$ cat config.mk
export PLATFORM = sky130hd
export DESIGN_NAME = wsimd_engine
export DESIGN_NICKNAME = d
export VERILOG_FILES = /design/src/rtl/wsimd_pkg.sv /design/src/rtl/wsimd_regfile.sv /design/src/rtl/wsimd_alu.sv /design/src/rtl/wsimd_stager.sv /design/src/rtl/wsimd_ctrl.sv /design/src/rtl/wsimd_engine.sv
export SDC_FILE = /design/constraint.sdc
export NUM_CORES = 2
export LEC_CHECK = 0
export BUFFER_PORTS_ARGS = -buffer_cell sky130_fd_sc_hd__buf_2
export CELL_PAD_IN_SITES_DETAIL_PLACEMENT = 0
export CELL_PAD_IN_SITES_GLOBAL_PLACEMENT = 1
export CORE_UTILIZATION = 51
export CTS_BUF_LIST = sky130_fd_sc_hd__clkbuf_4
export DETAILED_ROUTE_END_ITERATION = 12
export HOLD_SLACK_MARGIN = 0.05
export PLACE_DENSITY = 0.75
export SLEW_MARGIN = 40
export SYNTH_ARGS = -nofsm -noshare
export SYNTH_HDL_FRONTEND = slang
export SYNTH_SLANG_ARGS = --single-unit
$ cat constraint.sdc
create_clock -name clk -period 4.35 [get_ports clk]
set_clock_uncertainty 0.2 [all_clocks]
set_input_delay 0.435 -clock clk [delete_from_list [all_inputs] [get_ports clk]]
set_output_delay 0.435 -clock clk [all_outputs]
set_load 0.005 [all_outputs]
$ cat src/rtl/wsimd_pkg.sv
`timescale 1ns/1ps
package wsimd_pkg;
  typedef enum logic [2:0] {
    OP_ADD  = 3'd0,
    OP_SUB  = 3'd1,
    OP_AND  = 3'd2,
    OP_OR   = 3'd3,
    OP_XOR  = 3'd4,
    OP_MUL  = 3'd5,
    OP_MAD  = 3'd6,
    OP_PASS = 3'd7
  } wop_e;
endpackage

$ cat src/rtl/wsimd_regfile.sv
`timescale 1ns/1ps
module wsimd_regfile #(
  parameter int WW   = 128,
  parameter int NREG = 16,
  parameter int IW   = $clog2(NREG)
) (
  input  logic          clk,
  input  logic          we,
  input  logic [IW-1:0] idx,
  input  logic [WW-1:0] wdata,
  output logic [WW-1:0] rdata
);
  logic [WW-1:0] mem_q [NREG];

  always_ff @(posedge clk) begin
    if (we) mem_q[idx] <= wdata;
  end

  assign rdata = mem_q[idx];
endmodule

$ cat src/rtl/wsimd_alu.sv
`timescale 1ns/1ps
module wsimd_alu
  import wsimd_pkg::*;
#(
  parameter int EW = 32
) (
  input  wop_e          op,
  input  logic [EW-1:0] a,
  input  logic [EW-1:0] b,
  input  logic [EW-1:0] c,
  output logic [EW-1:0] y
);
  always_comb begin
    unique case (op)
      OP_ADD:  y = a + b;
      OP_SUB:  y = a - b;
      OP_AND:  y = a & b;
      OP_OR:   y = a | b;
      OP_XOR:  y = a ^ b;
      OP_MUL:  y = a * b;
      OP_MAD:  y = a * b + c;
      default: y = a;
    endcase
  end
endmodule

$ cat src/rtl/wsimd_stager.sv
`timescale 1ns/1ps
module wsimd_stager #(
  parameter int EW    = 32,
  parameter int LANES = 4,
  parameter int PW    = $clog2(LANES),
  parameter int WW    = EW * LANES
) (
  input  logic          clk,
  input  logic          cap_en,
  input  logic [1:0]    cap_sel,
  input  logic          bank,
  input  logic [WW-1:0] rf_rdata,
  input  logic          ex_en,
  input  logic [PW-1:0] lane,
  input  logic [EW-1:0] alu_y,
  output logic [EW-1:0] opa,
  output logic [EW-1:0] opb,
  output logic [EW-1:0] opc,
  output logic [WW-1:0] wb_word
);
  localparam int NSRC = 3;

  logic [EW-1:0] slice [NSRC];
  logic [WW-1:0] dst_q [2];

  // operand staging: index 0 = src1, 1 = src2, 2 = src3; two banks each
  for (genvar s = 0; s < NSRC; s++) begin : g_src
    logic [WW-1:0] buf_q [2];
    always_ff @(posedge clk) begin
      if (cap_en && (cap_sel == 2'(s))) buf_q[bank] <= rf_rdata;
    end
    assign slice[s] = buf_q[~bank][int'(lane)*EW +: EW];
  end

  assign opa = slice[0];
  assign opb = slice[1];
  assign opc = slice[2];

  // result assembly: executing wavefront fills bank, write-back drains ~bank
  always_ff @(posedge clk) begin
    if (ex_en) dst_q[bank][int'(lane)*EW +: EW] <= alu_y;
  end

  assign wb_word = dst_q[~bank];
endmodule

$ cat src/rtl/wsimd_ctrl.sv
`timescale 1ns/1ps
module wsimd_ctrl
  import wsimd_pkg::*;
#(
  parameter int NREG  = 16,
  parameter int LANES = 4,
  parameter int IW    = $clog2(NREG),
  parameter int PW    = $clog2(LANES)
) (
  input  logic          clk,
  input  logic          rst_n,
  input  logic          in_vld,
  output logic          in_rdy,
  input  logic [2:0]    in_op,
  input  logic [IW-1:0] in_dst,
  input  logic [IW-1:0] in_s1,
  input  logic [IW-1:0] in_s2,
  input  logic [IW-1:0] in_s3,
  output logic [PW-1:0] ph,
  output logic          bank,
  output logic          rd_en,
  output logic [1:0]    cap_sel,
  output logic [IW-1:0] rd_idx,
  output logic          ex_en,
  output wop_e          ex_op,
  output logic          wb_en,
  output logic [IW-1:0] wb_idx,
  output logic          port_free
);
  localparam logic [PW-1:0] LAST = PW'(LANES - 1);

  logic          run_q, run_d;
  logic [PW-1:0] ph_q, ph_d;
  logic          bank_q, bank_d;
  logic          rd_v_q, rd_v_d;
  wop_e          rd_op_q, rd_op_d;
  logic [IW-1:0] rd_dst_q, rd_dst_d, rd_s1_q, rd_s1_d, rd_s2_q, rd_s2_d, rd_s3_q, rd_s3_d;
  logic          ex_v_q, ex_v_d;
  wop_e          ex_op_q, ex_op_d;
  logic [IW-1:0] ex_dst_q, ex_dst_d;
  logic          wb_v_q, wb_v_d;
  logic [IW-1:0] wb_dst_q, wb_dst_d;
  logic          raw, acc;

  assign raw    = ex_v_q && ((ex_dst_q == in_s1) || (ex_dst_q == in_s2) || (ex_dst_q == in_s3));
  assign in_rdy = run_q && (ph_q == '0) && !raw;
  assign acc    = in_vld && in_rdy;

  always_comb begin
    run_d    = 1'b1;
    ph_d     = (ph_q == LAST) ? '0 : ph_q + 1'b1;
    bank_d   = bank_q;
    rd_v_d   = rd_v_q;
    rd_op_d  = rd_op_q;
    rd_dst_d = rd_dst_q;
    rd_s1_d  = rd_s1_q;
    rd_s2_d  = rd_s2_q;
    rd_s3_d  = rd_s3_q;
    ex_v_d   = ex_v_q;
    ex_op_d  = ex_op_q;
    ex_dst_d = ex_dst_q;
    wb_v_d   = wb_v_q;
    wb_dst_d = wb_dst_q;
    if (ph_q == LAST) begin
      bank_d   = ~bank_q;
      ex_v_d   = rd_v_q;
      ex_op_d  = rd_op_q;
      ex_dst_d = rd_dst_q;
      wb_v_d   = ex_v_q;
      wb_dst_d = ex_dst_q;
      rd_v_d   = 1'b0;
    end
    if (ph_q == '0) begin
      rd_v_d = acc;
      if (acc) begin
        rd_op_d  = wop_e'(in_op);
        rd_dst_d = in_dst;
        rd_s1_d  = in_s1;
        rd_s2_d  = in_s2;
        rd_s3_d  = in_s3;
      end
    end
  end

  always_ff @(posedge clk or negedge rst_n) begin
    if (!rst_n) begin
      run_q    <= 1'b0;
      ph_q     <= '0;
      bank_q   <= 1'b0;
      rd_v_q   <= 1'b0;
      rd_op_q  <= OP_ADD;
      rd_dst_q <= '0;
      rd_s1_q  <= '0;
      rd_s2_q  <= '0;
      rd_s3_q  <= '0;
      ex_v_q   <= 1'b0;
      ex_op_q  <= OP_ADD;
      ex_dst_q <= '0;
      wb_v_q   <= 1'b0;
      wb_dst_q <= '0;
    end else begin
      run_q    <= run_d;
      ph_q     <= ph_d;
      bank_q   <= bank_d;
      rd_v_q   <= rd_v_d;
      rd_op_q  <= rd_op_d;
      rd_dst_q <= rd_dst_d;
      rd_s1_q  <= rd_s1_d;
      rd_s2_q  <= rd_s2_d;
      rd_s3_q  <= rd_s3_d;
      ex_v_q   <= ex_v_d;
      ex_op_q  <= ex_op_d;
      ex_dst_q <= ex_dst_d;
      wb_v_q   <= wb_v_d;
      wb_dst_q <= wb_dst_d;
    end
  end

  // port schedule: phase 0 writes back, phases 1..3 read src3, src2, src1
  always_comb begin
    unique case (ph_q)
      2'd1:    begin cap_sel = 2'd2; rd_idx = rd_s3_q; end
      2'd2:    begin cap_sel = 2'd1; rd_idx = rd_s2_q; end
      default: begin cap_sel = 2'd0; rd_idx = rd_s1_q; end
    endcase
  end

  assign ph        = ph_q;
  assign bank      = bank_q;
  assign rd_en     = rd_v_q && (ph_q != '0);
  assign ex_en     = ex_v_q;
  assign ex_op     = ex_op_q;
  assign wb_en     = wb_v_q && (ph_q == '0);
  assign wb_idx    = wb_dst_q;
  assign port_free = (ph_q == '0) ? !wb_v_q : !rd_v_q;


  rdy_spacing_chk: assert property (@(posedge clk) disable iff (!rst_n)
    in_rdy |=> !in_rdy);


  raw_block_chk: assert property (@(posedge clk) disable iff (!rst_n)
    (rd_v_q && ex_v_q) |-> ((ex_dst_q != rd_s1_q) && (ex_dst_q != rd_s2_q) && (ex_dst_q != rd_s3_q)));


  wb_latency_chk: assert property (@(posedge clk) disable iff (!rst_n)
    acc |-> ##8 (wb_en && (wb_idx == $past(in_dst, 8))));
endmodule

$ cat src/rtl/wsimd_engine.sv
`timescale 1ns/1ps
module wsimd_engine
  import wsimd_pkg::*;
#(
  parameter int EW    = 32,
  parameter int LANES = 4,
  parameter int NREG  = 16,
  parameter int WW    = EW * LANES,
  parameter int IW    = $clog2(NREG)
) (
  input  logic          clk,
  input  logic          rst_n,
  input  logic          in_vld,
  output logic          in_rdy,
  input  logic [2:0]    in_op,
  input  logic [IW-1:0] in_dst,
  input  logic [IW-1:0] in_src1,
  input  logic [IW-1:0] in_src2,
  input  logic [IW-1:0] in_src3,
  input  logic          dbg_vld,
  output logic          dbg_rdy,
  input  logic          dbg_we,
  input  logic [IW-1:0] dbg_idx,
  input  logic [WW-1:0] dbg_wdata,
  output logic [WW-1:0] dbg_rdata,
  output logic          dbg_rvld,
  output logic          wb_vld,
  output logic [IW-1:0] wb_idx,
  output logic [WW-1:0] wb_data
);
  localparam int PW = $clog2(LANES);

  logic [1:0]    sync_q;
  logic          rst_n_s;
  logic [PW-1:0] ph;
  logic          bank, rd_en, ex_en, wb_en, port_free, dbg_gnt;
  logic [1:0]    cap_sel;
  logic [IW-1:0] rd_idx, wb_dst;
  wop_e          ex_op;
  logic          port_we;
  logic [IW-1:0] port_idx;
  logic [WW-1:0] port_wdata, port_rdata, wb_word;
  logic [EW-1:0] opa, opb, opc, alu_y;
  logic          rvld_d;

  always_ff @(posedge clk or negedge rst_n) begin
    if (!rst_n) sync_q <= 2'b00;
    else        sync_q <= {sync_q[0], 1'b1};
  end
  assign rst_n_s = sync_q[1];

  wsimd_ctrl #(.NREG(NREG), .LANES(LANES), .IW(IW), .PW(PW)) u_ctrl (
    .clk(clk), .rst_n(rst_n_s), .in_vld(in_vld), .in_rdy(in_rdy), .in_op(in_op),
    .in_dst(in_dst), .in_s1(in_src1), .in_s2(in_src2), .in_s3(in_src3),
    .ph(ph), .bank(bank), .rd_en(rd_en), .cap_sel(cap_sel), .rd_idx(rd_idx),
    .ex_en(ex_en), .ex_op(ex_op), .wb_en(wb_en), .wb_idx(wb_dst), .port_free(port_free)
  );

  assign dbg_rdy    = port_free;
  assign dbg_gnt    = dbg_vld && port_free;
  assign port_we    = wb_en || (dbg_gnt && dbg_we);
  assign port_idx   = wb_en ? wb_dst : (rd_en ? rd_idx : dbg_idx);
  assign port_wdata = wb_en ? wb_word : dbg_wdata;

  wsimd_regfile #(.WW(WW), .NREG(NREG), .IW(IW)) u_rf (
    .clk(clk), .we(port_we), .idx(port_idx), .wdata(port_wdata), .rdata(port_rdata)
  );

  wsimd_stager #(.EW(EW), .LANES(LANES), .PW(PW), .WW(WW)) u_stage (
    .clk(clk), .cap_en(rd_en), .cap_sel(cap_sel), .bank(bank), .rf_rdata(port_rdata),
    .ex_en(ex_en), .lane(ph), .alu_y(alu_y), .opa(opa), .opb(opb), .opc(opc), .wb_word(wb_word)
  );

  wsimd_alu #(.EW(EW)) u_alu (.op(ex_op), .a(opa), .b(opb), .c(opc), .y(alu_y));

  assign rvld_d = dbg_gnt && !dbg_we;

  always_ff @(posedge clk or negedge rst_n_s) begin
    if (!rst_n_s) dbg_rvld <= 1'b0;
    else          dbg_rvld <= rvld_d;
  end

  always_ff @(posedge clk) begin
    if (rvld_d) dbg_rdata <= port_rdata;
  end

  assign wb_vld  = wb_en;
  assign wb_idx  = wb_dst;
  assign wb_data = wb_word;


  port_excl_chk: assert property (@(posedge clk) disable iff (!rst_n_s)
    $onehot0({wb_en, rd_en, dbg_gnt}));


  dbg_rvld_chk: assert property (@(posedge clk) disable iff (!rst_n_s)
    dbg_rvld |-> $past(dbg_vld && dbg_rdy && !dbg_we));
endmodule

==> results.md <==
* Worst min path class: flop to flop
* Number of register bits inferred by synthesis at 3240
* Sort of element at the end of the critical path: flop
* Antenna-violating nets left at 0
* Count of cell types in the netlist at 74
* Fin. Hold Viols at 0
* RSZ-0062 raised after global routing: true
* Number of buffers on the longest clock path at 4
* Most frequent cell after synthesis: sky130_fd_sc_hd__edfxtp_1
* Root Buffer Master: sky130_fd_sc_hd__clkbuf_4
* Worst Path Arrival at 11.46 ns
* Row Count at 195
* Worst hold path cell count at 0
* Tmin final at 10.42 ns
* Global-route total usage across every layer at 33.60%
* Synthesized-area fraction occupied by ao, oa, aoi and oai cells at 3.230%
* Cell area after synthesis at 144900 µm²
* DRC errors left at 0
* Global-route wire length before repair at 670800 µm
* Top-Level Pins at 420
* Number of buffers inserted during clock tree synthesis at 787
* Fill count at 20.04k
* Number of warnings reported in the yosys synthesis log at 0
* Violations in the final reports: negative setup slack
* Post-synth top cells: 3200 x sky130_fd_sc_hd__edfxtp_1, 706 x sky130_fd_sc_hd__mux4_2, 523 x sky130_fd_sc_hd__nand2_1, 485 x sky130_fd_sc_hd__inv_1, 428 x sky130_fd_sc_hd__nor2_1
* Fraction of synthesized area in multiplexers at 14.39%
* Remaining global-route overflow at 0
* Outcome: finished with violations
* Critical path launch point type: flop
* Gate Count Post-Synth at 8220
* Worst reg2reg path endpoint: u_stage.dst_q[0][62]
* WL per Instance at 31.58 µm
* GP Congestion at 0.9963
* Synthesized-area fraction occupied by xor and xnor cells at 1.061%
* Critical path's most frequent cell: sky130_fd_sc_hd__fa_1
* R2r worst-path depth at 40
* Vias after detailed routing at 90.98k
* Max_slew headroom at 40.75%
* Nets@finish at 11.75k
* Cell at the slowest stage of the critical path: sky130_fd_sc_hd__fa_2
* Largest incremental delay on the critical path at 0.61 ns
* Average vias per placed instance at 5.965
* Post-synthesis average cell area at 17.62 µm²
* Initial Util at 51.32%
* Detailed-routing iteration count for the pre-antenna-repair pass at 8
* Yosys top cell area share at 66.33%
* Category of the most critical setup path: flop to flop
* Final worst-path cycle share at 239.5%
* Clk sinks at 3240
* Die height at 535.0 µm
* Routed wire length at 481600 µm
* Max-slew violation count at 0
* Max cap viols at 0
* Largest fanout on the critical path at 7
* Starting DRC count in detailed routing at 11.02k
* Hold path startpoint: sync_q[0]
* CTS tree: done
* Largest area contributor in the netlist: sky130_fd_sc_hd__edfxtp_1
* Clock slew seen by the registers of the worst setup and hold paths at 0.07 ns
* Number of levels the H-tree was split into at 6
* Prevailing post-synth register cell: sky130_fd_sc_hd__edfxtp_1
* Count of input and output buffers at 419
* Fmax at 96.00 MHz
* Synthesized-area fraction occupied by adder cells at 7.877%
* Measured slew at the worst slew-check pin at 0.8856 ns
* Cells after DPL at 13.44k
* Clock latency of the later-clocked register in the worst-skew pair at 1.57 ns
* Post-DP HPWL at 346600 µm
* Layout area overhead at 25.02%
* Storage cell area at 97110 µm²
* Dominant cells by area after synthesis: sky130_fd_sc_hd__edfxtp_1 66%, sky130_fd_sc_hd__mux4_2 11%, sky130_fd_sc_hd__fa_1 5.7%, sky130_fd_sc_hd__mux2_2 2.3%, sky130_fd_sc_hd__ha_1 2.2%
* Number of global-route vias before repair at 92.36k
* Final-layout setup total negative slack at -3262.57 ns
* Final setup violating endpoints at 4440
* Die width at 535.0 µm
* Cell Count, Final, Fillers Out at 15.25k
* Fraction of final layout cells with drive strength greater than 1 at 39.43%
* Main combinational cell family by area after synthesis: multiplexers
* Least setup slack across all paths after layout at -6.066 ns
* Minimum setup slack among reg-to-reg paths at -6.07 ns
* Largest net degree at the start of global routing at 80
* Register area share after synthesis at 67.02%
* Worst min-delay path endpoint: sync_q[1]
* Combined area of the multi-input logic cells at 46190 µm²
* Synthesized-area fraction occupied by and/or/nand/nor cells at 3.941%
* Required @ worst endpoint at 5.40 ns
* Fraction of registers with async set or reset after synthesis at 1.235%
* Initial antenna violation count at 57
* Number of enable-type register cells in the synthesized netlist at 3200
* Launch point of the worst reg-to-reg path: u_ctrl.bank
* Die Area at 286200 µm²
* Total core area at 282300 µm²
metal layers:
layer	share of wire [%]	global-route usage, %	wire length (µm)	vias to the layer above
li1	-	-	-	37530
met1	39	46.07	187300	47350
met2	47	51.81	224400	5335
met3	9.9	7.303	47870	754
met4	4.6	15.51	22030	10
met5	0.013	0	62	-
flip-flops by register name, summed over array words and instances, names as in the netlist:
signal	flops
u_ctrl.ph	2
sync_q	2
u_ctrl.rd_v_q	1
u_ctrl.rd_s2_q	4
u_stage.dst_q	256
u_ctrl.ex_en	1
u_rf.mem_q	2048
u_stage.g_src.buf_q	768
u_ctrl.ex_dst_q	4
u_ctrl.rd_s1_q	4
u_ctrl.wb_v_q	1
dbg_rdata	128
u_ctrl.wb_idx	4
u_ctrl.ex_op	3
u_ctrl.rd_op_q	3
dbg_rvld	1
u_ctrl.rd_dst_q	4
u_ctrl.bank	1
u_ctrl.run_q	1
u_ctrl.rd_s3_q	4
critical path, delay by kind of cell (launching register included):
kind / cells / cell delay (ns)
xor+xnor: 1 / 0.16
compound gates: 10 / 1.79
fa+ha+maj: 10 / 4.69
flops: 1 / 0.54
simple gates: 6 / 0.48
buf+inv: 10 / 1.18
mux: 3 / 1.07
cell type report:
type	count	area share (%)
sequential	3240	53.62
clock buffer	1100	4.560
inverter	506	1.069
antenna	33	0.04560
multi-input combinational	4053	25.50
tap	3743	2.586
clock inverter	242	0.7710
timing repair buffer	2335	11.85
worst max path at each step:
| stage | from | slack, ns | to |
|---|---|---|---|
| 4_1_cts | u_ctrl.bank | -6.00 | u_stage.dst_q[0][126] |
| 6_report | u_ctrl.bank | -6.07 | u_stage.dst_q[0][62] |
| 3_3_place_gp | u_ctrl.bank | -6.66 | u_stage.dst_q[0][93] |
| 5_1_grt | u_ctrl.bank | -6.28 | u_stage.dst_q[1][30] |
| 2_1_floorplan | u_ctrl.bank | -5.39 | u_stage.dst_q[0][30] |
| 3_5_place_dp | u_ctrl.bank | -6.68 | u_stage.dst_q[0][61] |
cell usage in the layout (no fill, tap or decap), types with 19 or more instances in the layout:
master	instances
sky130_fd_sc_hd__a21oi_4	19
sky130_fd_sc_hd__mux2i_1	147
sky130_fd_sc_hd__xnor2_1	122
sky130_fd_sc_hd__nor2_1	385
sky130_fd_sc_hd__nor2b_1	146
sky130_fd_sc_hd__buf_2	419
sky130_fd_sc_hd__nand3_1	52
sky130_fd_sc_hd__nor3_1	23
sky130_fd_sc_hd__clkbuf_4	1100
sky130_fd_sc_hd__nor2_4	19
sky130_fd_sc_hd__inv_2	27
sky130_fd_sc_hd__ha_4	24
sky130_fd_sc_hd__buf_4	1221
sky130_fd_sc_hd__o21ai_0	53
sky130_fd_sc_hd__a211oi_1	136
sky130_fd_sc_hd__dlygate4sd3_1	328
sky130_fd_sc_hd__mux4_2	706
sky130_fd_sc_hd__inv_1	462
sky130_fd_sc_hd__dfrtp_1	34
sky130_fd_sc_hd__a21oi_2	48
sky130_fd_sc_hd__buf_12	282
sky130_fd_sc_hd__clkinv_1	189
sky130_fd_sc_hd__mux2_2	291
sky130_fd_sc_hd__fa_1	392
sky130_fd_sc_hd__xor2_1	30
sky130_fd_sc_hd__nor2_2	24
sky130_fd_sc_hd__a21oi_1	244
sky130_fd_sc_hd__ha_1	228
sky130_fd_sc_hd__a21o_1	50
sky130_fd_sc_hd__buf_6	55
sky130_fd_sc_hd__clkinv_2	20
sky130_fd_sc_hd__nand2_1	507
sky130_fd_sc_hd__diode_2	33
sky130_fd_sc_hd__o21ai_1	23
sky130_fd_sc_hd__edfxtp_1	3200
timing repair:
action,in CTS,in global routing
resized for setup,280,133
endpoints found under the setup margin,3834,4536
endpoints found under the hold margin,3628,0
cloned,6,4
hold buffers,329,0
buffers inserted,61,47
pin swaps,75,53
per-stage QoR:
| stage | hold WS, ns | area, µm² | util, % | setup WS (ns) |
|---|---|---|---|---|
| floorplan | -0.06059 | 145700 | - | -5.391 |
| global placement | -0.08701 | 165000 | 58.46 | -6.657 |
| detailed placement | -0.08671 | 165200 | 58.52 | -6.684 |
| CTS | 0.1033 | 180000 | 63.78 | -5.998 |
| global route | 0.1644 | 181100 | 64.14 | -6.282 |
| finish | 0.1449 | 181100 | 64.16 | -6.066 |
kinds of logic after synthesis:
group           count (synthesis)
compound gates                746
xor+xnor                      173
fa+ha+maj                     666
buf+inv                       928
flops                        3240
mux                          1162
other cells                     1
simple gates                 1304
Power is left out: the tool's default activity adds up to more than one toggle a clock period on the data nets, which glitch-free logic cannot reach.
